<file path="src/rtl/cpu_rst_pkg.sv">
package cpu_rst_pkg;
  typedef enum logic [1:0] {
    FETCH_IDLE = 2'd0,
    FETCH_LO   = 2'd1,
    FETCH_HI   = 2'd2
  } fetch_st_e;

  localparam int PS_RSV_BIT  = 5;
  localparam int PS_IDIS_BIT = 2;
endpackage

</file>
<file path="src/rtl/rst_vec_fetch.sv">
module rst_vec_fetch
  import cpu_rst_pkg::*;
#(
  parameter int          AW  = 16,
  parameter int          DW  = 8,
  parameter logic [15:0] VEC = 16'hFFFC
) (
  input  logic          clk,
  input  logic          rst_n,
  input  logic          start,
  input  logic          rd_ready,
  input  logic [DW-1:0] rd_data,
  output logic          rd_valid,
  output logic [AW-1:0] rd_addr,
  output logic [2*DW-1:0] pc,
  output logic          done
);
  localparam logic [AW-1:0] VEC_LO = AW'(VEC);
  localparam logic [AW-1:0] VEC_HI = AW'(VEC) + AW'(1);

  fetch_st_e     st_q;
  logic [DW-1:0] lo_q;

  assign rd_valid = (st_q != FETCH_IDLE);
  assign rd_addr  = (st_q == FETCH_HI) ? VEC_HI : VEC_LO;

  always_ff @(posedge clk or negedge rst_n) begin
    if (!rst_n) begin
      st_q <= FETCH_IDLE;
      lo_q <= '0;
      pc   <= '0;
      done <= 1'b0;
    end else begin
      done <= 1'b0;
      if (start) begin
        st_q <= FETCH_LO;
      end else begin
        case (st_q)
          FETCH_LO: if (rd_ready) begin
            lo_q <= rd_data;
            st_q <= FETCH_HI;
          end
          FETCH_HI: if (rd_ready) begin
            pc   <= {rd_data, lo_q};
            done <= 1'b1;
            st_q <= FETCH_IDLE;
          end
          default: st_q <= FETCH_IDLE;
        endcase
      end
    end
  end

  a_r3_hold_req: assert property (@(posedge clk) disable iff (!rst_n)
    (rd_valid && !rd_ready && !start) |=> (rd_valid && $stable(rd_addr)));
  a_r3_done_after_hi: assert property (@(posedge clk) disable iff (!rst_n)
    done |-> ($past(rd_valid && rd_ready && !start) && $past(rd_addr) == VEC_HI && !rd_valid));
  a_r10_restart_lo: assert property (@(posedge clk) disable iff (!rst_n)
    start |=> (rd_valid && rd_addr == VEC_LO));
endmodule

</file>
<file path="src/rtl/rst_regfile.sv">
module rst_regfile
  import cpu_rst_pkg::*;
#(
  parameter int          DW          = 8,
  parameter logic [7:0]  SP_COLD     = 8'hFD,
  parameter int          SP_WARM_DEC = 3
) (
  input  logic          clk,
  input  logic          rst_n,
  input  logic          cold,
  input  logic          warm,
  input  logic [DW-1:0] cur_a,
  input  logic [DW-1:0] cur_x,
  input  logic [DW-1:0] cur_y,
  input  logic [DW-1:0] cur_sp,
  input  logic [DW-1:0] cur_ps,
  output logic [DW-1:0] a,
  output logic [DW-1:0] x,
  output logic [DW-1:0] y,
  output logic [DW-1:0] sp,
  output logic [DW-1:0] ps,
  output logic          clr_pend
);
  localparam logic [DW-1:0] PS_COLD  = DW'((1 << PS_RSV_BIT) | (1 << PS_IDIS_BIT));
  localparam logic [DW-1:0] IDIS_MSK = DW'(1 << PS_IDIS_BIT);
  localparam logic [DW-1:0] SP_INIT  = DW'(SP_COLD);
  localparam logic [DW-1:0] SP_DEC   = DW'(SP_WARM_DEC);

  always_ff @(posedge clk or negedge rst_n) begin
    if (!rst_n) begin
      a <= '0; x <= '0; y <= '0;
      sp <= SP_INIT;
      ps <= PS_COLD;
      clr_pend <= 1'b0;
    end else begin
      clr_pend <= cold | warm;
      if (cold) begin
        a <= '0; x <= '0; y <= '0;
        sp <= SP_INIT;
        ps <= PS_COLD;
      end else if (warm) begin
        a  <= cur_a;
        x  <= cur_x;
        y  <= cur_y;
        sp <= cur_sp - SP_DEC;
        ps <= cur_ps | IDIS_MSK;
      end
    end
  end

  a_r1_cold_vals: assert property (@(posedge clk) disable iff (!rst_n)
    cold |=> (a == '0 && x == '0 && y == '0 && sp == SP_INIT && ps == PS_COLD));
  a_r2_warm_vals: assert property (@(posedge clk) disable iff (!rst_n)
    (warm && !cold) |=> (sp == $past(cur_sp) - SP_DEC && a == $past(cur_a) && ps[PS_IDIS_BIT]));
  a_r4_clr_pulse: assert property (@(posedge clk) disable iff (!rst_n)
    (!cold && !warm) |=> !clr_pend);
endmodule

</file>
<file path="src/rtl/int_poll.sv">
module int_poll
  import cpu_rst_pkg::*;
#(
  parameter int CNT_W = 4
) (
  input  logic             clk,
  input  logic             rst_n,
  input  logic             cold,
  input  logic             nmi,
  input  logic [CNT_W-1:0] irq_cnt,
  input  logic             idis,
  input  logic             strobe,
  input  logic             spr_dma,
  input  logic             dmc_dma,
  input  logic             instr_end,
  output logic             take
);
  logic raw, adv, req_q, req_d;

  assign raw = nmi | ((irq_cnt != '0) & ~idis);
  assign adv = strobe & ~spr_dma & ~dmc_dma;

  always_ff @(posedge clk or negedge rst_n) begin
    if (!rst_n) begin
      req_q <= 1'b0;
      req_d <= 1'b0;
      take  <= 1'b0;
    end else if (cold) begin
      req_q <= 1'b0;
      req_d <= 1'b0;
      take  <= 1'b0;
    end else begin
      take <= instr_end & req_d;
      if (adv) begin
        req_q <= raw;
        req_d <= req_q;
      end
    end
  end

  a_r7_frozen: assert property (@(posedge clk) disable iff (!rst_n)
    (!cold && (!strobe || spr_dma || dmc_dma)) |=> ($stable(req_q) && $stable(req_d)));
  a_r6_shift: assert property (@(posedge clk) disable iff (!rst_n)
    (!cold && strobe && !spr_dma && !dmc_dma) |=> (req_d == $past(req_q)));
  a_r5_sample: assert property (@(posedge clk) disable iff (!rst_n)
    (!cold && strobe && !spr_dma && !dmc_dma && nmi) |=> req_q);
  a_r8_cold_clear: assert property (@(posedge clk) disable iff (!rst_n)
    cold |=> (!req_q && !req_d && !take));
  a_r9_take_cause: assert property (@(posedge clk) disable iff (!rst_n)
    take |-> $past(instr_end));
endmodule

</file>
<file path="src/rtl/cpu_rst_poll.sv">
module cpu_rst_poll
  import cpu_rst_pkg::*;
#(
  parameter int          DATA_W      = 8,
  parameter int          ADDR_W      = 16,
  parameter int          IRQ_CNT_W   = 4,
  parameter logic [15:0] RST_VEC     = 16'hFFFC,
  parameter logic [7:0]  SP_COLD     = 8'hFD,
  parameter int          SP_WARM_DEC = 3
) (
  input  logic                 clk,
  input  logic                 rst_n,
  input  logic                 cold_rst,
  input  logic                 warm_rst,
  input  logic [DATA_W-1:0]    cur_a,
  input  logic [DATA_W-1:0]    cur_x,
  input  logic [DATA_W-1:0]    cur_y,
  input  logic [DATA_W-1:0]    cur_sp,
  input  logic [DATA_W-1:0]    cur_ps,
  output logic                 vec_valid,
  input  logic                 vec_ready,
  output logic [ADDR_W-1:0]    vec_addr,
  input  logic [DATA_W-1:0]    vec_data,
  input  logic                 nmi_pend,
  input  logic [IRQ_CNT_W-1:0] irq_cnt,
  input  logic                 cyc_strobe,
  input  logic                 spr_dma,
  input  logic                 dmc_dma,
  input  logic                 instr_end,
  output logic [DATA_W-1:0]    a_o,
  output logic [DATA_W-1:0]    x_o,
  output logic [DATA_W-1:0]    y_o,
  output logic [DATA_W-1:0]    sp_o,
  output logic [DATA_W-1:0]    ps_o,
  output logic [2*DATA_W-1:0]  pc_o,
  output logic                 init_done,
  output logic                 clr_pend,
  output logic                 take_int
);
  logic any_rst;
  assign any_rst = cold_rst | warm_rst;

  rst_regfile #(.DW(DATA_W), .SP_COLD(SP_COLD), .SP_WARM_DEC(SP_WARM_DEC)) u_regs (
    .clk(clk), .rst_n(rst_n), .cold(cold_rst), .warm(warm_rst),
    .cur_a(cur_a), .cur_x(cur_x), .cur_y(cur_y), .cur_sp(cur_sp), .cur_ps(cur_ps),
    .a(a_o), .x(x_o), .y(y_o), .sp(sp_o), .ps(ps_o), .clr_pend(clr_pend)
  );

  rst_vec_fetch #(.AW(ADDR_W), .DW(DATA_W), .VEC(RST_VEC)) u_fetch (
    .clk(clk), .rst_n(rst_n), .start(any_rst),
    .rd_ready(vec_ready), .rd_data(vec_data),
    .rd_valid(vec_valid), .rd_addr(vec_addr),
    .pc(pc_o), .done(init_done)
  );

  int_poll #(.CNT_W(IRQ_CNT_W)) u_poll (
    .clk(clk), .rst_n(rst_n), .cold(cold_rst),
    .nmi(nmi_pend), .irq_cnt(irq_cnt), .idis(cur_ps[PS_IDIS_BIT]),
    .strobe(cyc_strobe), .spr_dma(spr_dma), .dmc_dma(dmc_dma),
    .instr_end(instr_end), .take(take_int)
  );

  a_r9_take_one_cycle: assert property (@(posedge clk) disable iff (!rst_n)
    (take_int && !instr_end) |=> !take_int);
endmodule

</file>
<file path="config.mk">
export PLATFORM = sky130hd
export DESIGN_NAME = cpu_rst_poll
export DESIGN_NICKNAME = d
export VERILOG_FILES = /design/src/rtl/cpu_rst_pkg.sv /design/src/rtl/rst_vec_fetch.sv /design/src/rtl/rst_regfile.sv /design/src/rtl/int_poll.sv /design/src/rtl/cpu_rst_poll.sv
export SDC_FILE = /design/constraint.sdc
export NUM_CORES = 1
export LEC_CHECK = 0
export BUFFER_PORTS_ARGS = -buffer_cell sky130_fd_sc_hd__buf_2
export CORE_MARGIN = 2
export CORE_UTILIZATION = 25
export CTS_BUF_LIST = sky130_fd_sc_hd__clkbuf_4 sky130_fd_sc_hd__clkbuf_8
export CTS_CLUSTER_SIZE = 30
export DETAILED_ROUTE_END_ITERATION = 8
export PLACE_DENSITY = 0.55
export SYNTH_ARGS = -nofsm -noshare
export SYNTH_HDL_FRONTEND = slang
export SYNTH_HIERARCHICAL = 1
export SYNTH_SLANG_ARGS = --single-unit
</file>
<file path="constraint.sdc">
create_clock -name clk -period 1.5 [get_ports clk]
set_clock_uncertainty 0.05 [all_clocks]
set_input_delay 0.075 -clock clk [delete_from_list [all_inputs] [get_ports clk]]
set_output_delay 0.075 -clock clk [all_outputs]
set_load 0.05 [all_outputs]
</file>
==> results.tsv <==
stage	metric	value	unit
status	status	finished clean	
yosys	synthesized area	3120	sq um
floorplanning	Chip Height	116	microns
worst_setup_path	Critical path origin	u_fetch/st_q[0]	
placement	DP HPWL	4930	microns
detailed_routing	drt drc	0	
floorplanning	DIE WIDTH	116	microns
yosys	synth unique cells	40	
floorplanning	CORE AREA	12100	sq um
min_path	worst hold-check path type	in -> reg	
clock_network	postcts setup bufs	0	
layout	share of cells above drive strength 1	43.5	%
timing	final hold vios	0	
global_route	wire length of the first global-routing pass	10800	microns
yosys	area leader, netlist	dfrtp_1	
worst_setup_path	largest stage delay on the critical path	390	ps
worst_setup_path	critical path fanouts, max	5	
layout	final non-filler cell total	589	
worst_setup_path	CP cell instances	buf_4 > or2_2 > buf_8	
timing	fmax	687	MHz
worst_setup_path	critical path class	reg -> out	
min_path	Hold Crit Start	cur_sp[4]	
floorplanning	die footprint	13400	sq um
clock_network	clock buffer depth	2	
placement	gpl congestion	0.720	
yosys	Avg Cell Area, Syn	12.8	sq um
job	Max-Cap Viols	0	
yosys	number of synthesized flops with an enable pin	0	
worst_setup_path	r2r startpoint	u_fetch/st_q[1]	
yosys	Commonest cells post-synth	dfrtp_1 (62), nor2_1 (38), mux2i_1 (32), buf_4 (20), mux2_2 (15)	
worst_setup_path	crit path DAT	1330	ps
placement	PortBufs	121	
timing	final setup violation count	0	
clock_network	Root Driver	clkbuf_8	
timing	period utilization	97.0	%
clock_network	TritonCTS clock tree	done	
timing	actual slew at the worst max-slew pin	599	ps
timing	RSZ-0062 raised after global routing	yes	
detailed_routing	drt pass-1 iters	4	
power	P per Cell Area	1030	nW/um^2
clock_network	clock transition at the registers of the reported paths	70	ps
yosys	async set-reset flop share out of synthesis	100	%
global_route	GRT Residual Overflow	0	
global_route	vias in the first global route	2280	
timing	Pins Over Slew Limit	0	
worst_setup_path	Slowest-stage cell, CP	dfrtp_1	
global_route	antenna violations before repair	0	
global_route	largest net degree at the start of global routing	43	
floorplanning	Starting Density	25.7	%
yosys	most common cell in the netlist	dfrtp_1	
detailed_routing	violation count after the first detailed-route iteration	64	
power	Static Leak	2.34	nW
yosys	ys flop type	dfrtp_1	
yosys	#FFs+latches synth	70	
worst_setup_path	critical path startpoint category	flop	
clock_network	CTS H-tree depth	3	
timing	Rel. slew slack	60.1	%
worst_setup_path	Setup crit end kind	output port	
timing	Final Critical Period	1460	ps
layout	Nets	479	
yosys	synthesized netlist cell count	243	
worst_setup_path	Worst Path Required	1370	ps
layout	Area Overhead vs Synth	46.9	%
power	peak supply drop	0.000305	V
yosys	top-area cell type share of the netlist area	49.8	%
global_route	global-route usage over all layers	10.5	%
detailed_routing	vias per inst	3.96	
layout	antenna cells	0	
timing	setup TNS	0	ps
clock_network	clock latency on the worst-skew pair	350	ps
floorplanning	# IOs	138	
yosys	Area contributors post-synth	dfrtp_1 (50%), mux2i_1 (10%), dfstp_2 (6.7%)	
detailed_routing	average wire per standard cell	12.0	microns
detailed_routing	Post-Route WL	7060	microns
clock_network	TritonCTS Buffers	9	
yosys	register area share after synthesis	56.5	%
placement	dpl cells	525	
clock_network	# clock sinks	70	
floorplanning	row count	40	
yosys	yosys warns	6	
detailed_routing	via count	2332	
detailed_routing	Detail Route Antenna Nets	0	
-- kinds of logic after synthesis --
family | after synthesis | share of synthesized area (%)
compound gates | 15 | 3.94
xor+xnor | 4 | 1.12
fa+ha+maj | 1 | 0.402
buf+inv | 31 | 7.07
flops | 70 | 56.5
mux | 56 | 20.0
other cells | 3 | 0.361
simple gates | 63 | 10.5
-- metal layers --
layer  wire length (microns)  part of all wire, %  up-vias  global-route usage (%)
li1                        -                    -     1138                       -
met1                    3100                   44     1092                    12.3
met4                     119                  1.7        0                    4.52
met5                       0                    0        -                       0
met3                     553                  7.8       13                    4.13
met2                    3290                   47       89                    17.2
-- cells in the final DEF, fill, tap and decap left out, drive strengths merged, types with 2 or more instances in the layout --
cell type | Yosys | layout
nor2 | 38 | 38
a21oi | 7 | 7
dlygate4sd3 | 0 | 49
mux2i | 32 | 32
mux2 | 24 | 24
dfstp | 8 | 8
nand2 | 2 | 2
nand2b | 2 | 2
xnor2 | 2 | 2
conb | 3 | 16
clkbuf | 2 | 16
buf | 26 | 127
a2111oi | 2 | 2
a211o | 2 | 2
dfrtp | 62 | 62
inv | 3 | 3
and2 | 2 | 2
xor2 | 2 | 2
nor2b | 2 | 2
nor3b | 3 | 3
or2 | 5 | 5
-- worst paths after layout --
kind	endpoint	slack (ps)	depth (start not counted)
max	vec_valid	40	3
max in group asynchronous	u_regs/sp[0]	770	3
min	u_regs/sp[4]	50	3
min reg2reg	u_fetch/pc[2]	450	1
max reg2reg	u_fetch/lo_q[3]	70	3
min in group asynchronous	u_poll/req_q	100	2
-- timing repair --
item	4_1_cts	5_1_grt
resized for setup	3	3
hold buffers	49	0
endpoints found under the setup margin	1	10
endpoints found under the hold margin	120	0
pin swaps	0	1
-- sequential cells by signal (all words and copies together), names as in the netlist --
signal,flops
u_fetch/st_q,2
u_poll/take,1
u_fetch/lo_q,8
u_regs/y,8
u_regs/clr_pend,1
u_fetch/done,1
u_regs/x,8
u_regs/sp,8
u_regs/a,8
u_regs/ps,7
u_poll/req_d,1
u_poll/req_q,1
u_fetch/pc,16
-- power by group --
part	internal [mW]	switching [mW]	leakage (nW)	total, mW
clock network	0.935	0.654	0.112	1.59
registers	2.04	0.0701	0.899	2.11
logic	0.369	0.658	1.33	1.03
total	3.34	1.38	2.34	4.72
-- layout make-up --
class / count / area [sq um]
fill: 1211 / 7530
sequential: 70 / 1760
multi-input combinational: 155 / 1190
timing repair buffer: 177 / 1190
tap: 168 / 210
clock buffer: 15 / 181
clock inverter: 1 / 30.0
inverter: 3 / 11.3
-- worst max-delay path: cells and delay by family (launching register included) --
kind / cells / cell delay, ps
flops: 1 / 390
buf+inv: 2 / 310
simple gates: 1 / 290
-- stage by stage --
step	total power [mW]	utilization, %	hold WS [ps]	area (sq um)	setup slack, ps
floorplan	2.81	-	-271	3160	118
global placement	3.06	31.9	-68.8	3860	24.3
detailed placement	3.07	31.9	-68.9	3860	10.8
CTS	4.82	37.7	12.5	4570	9.24
global route	4.97	37.8	50.9	4580	-8.61
finish	4.72	37.8	48.2	4580	44.5
Power figures use the tool's default switching activity.
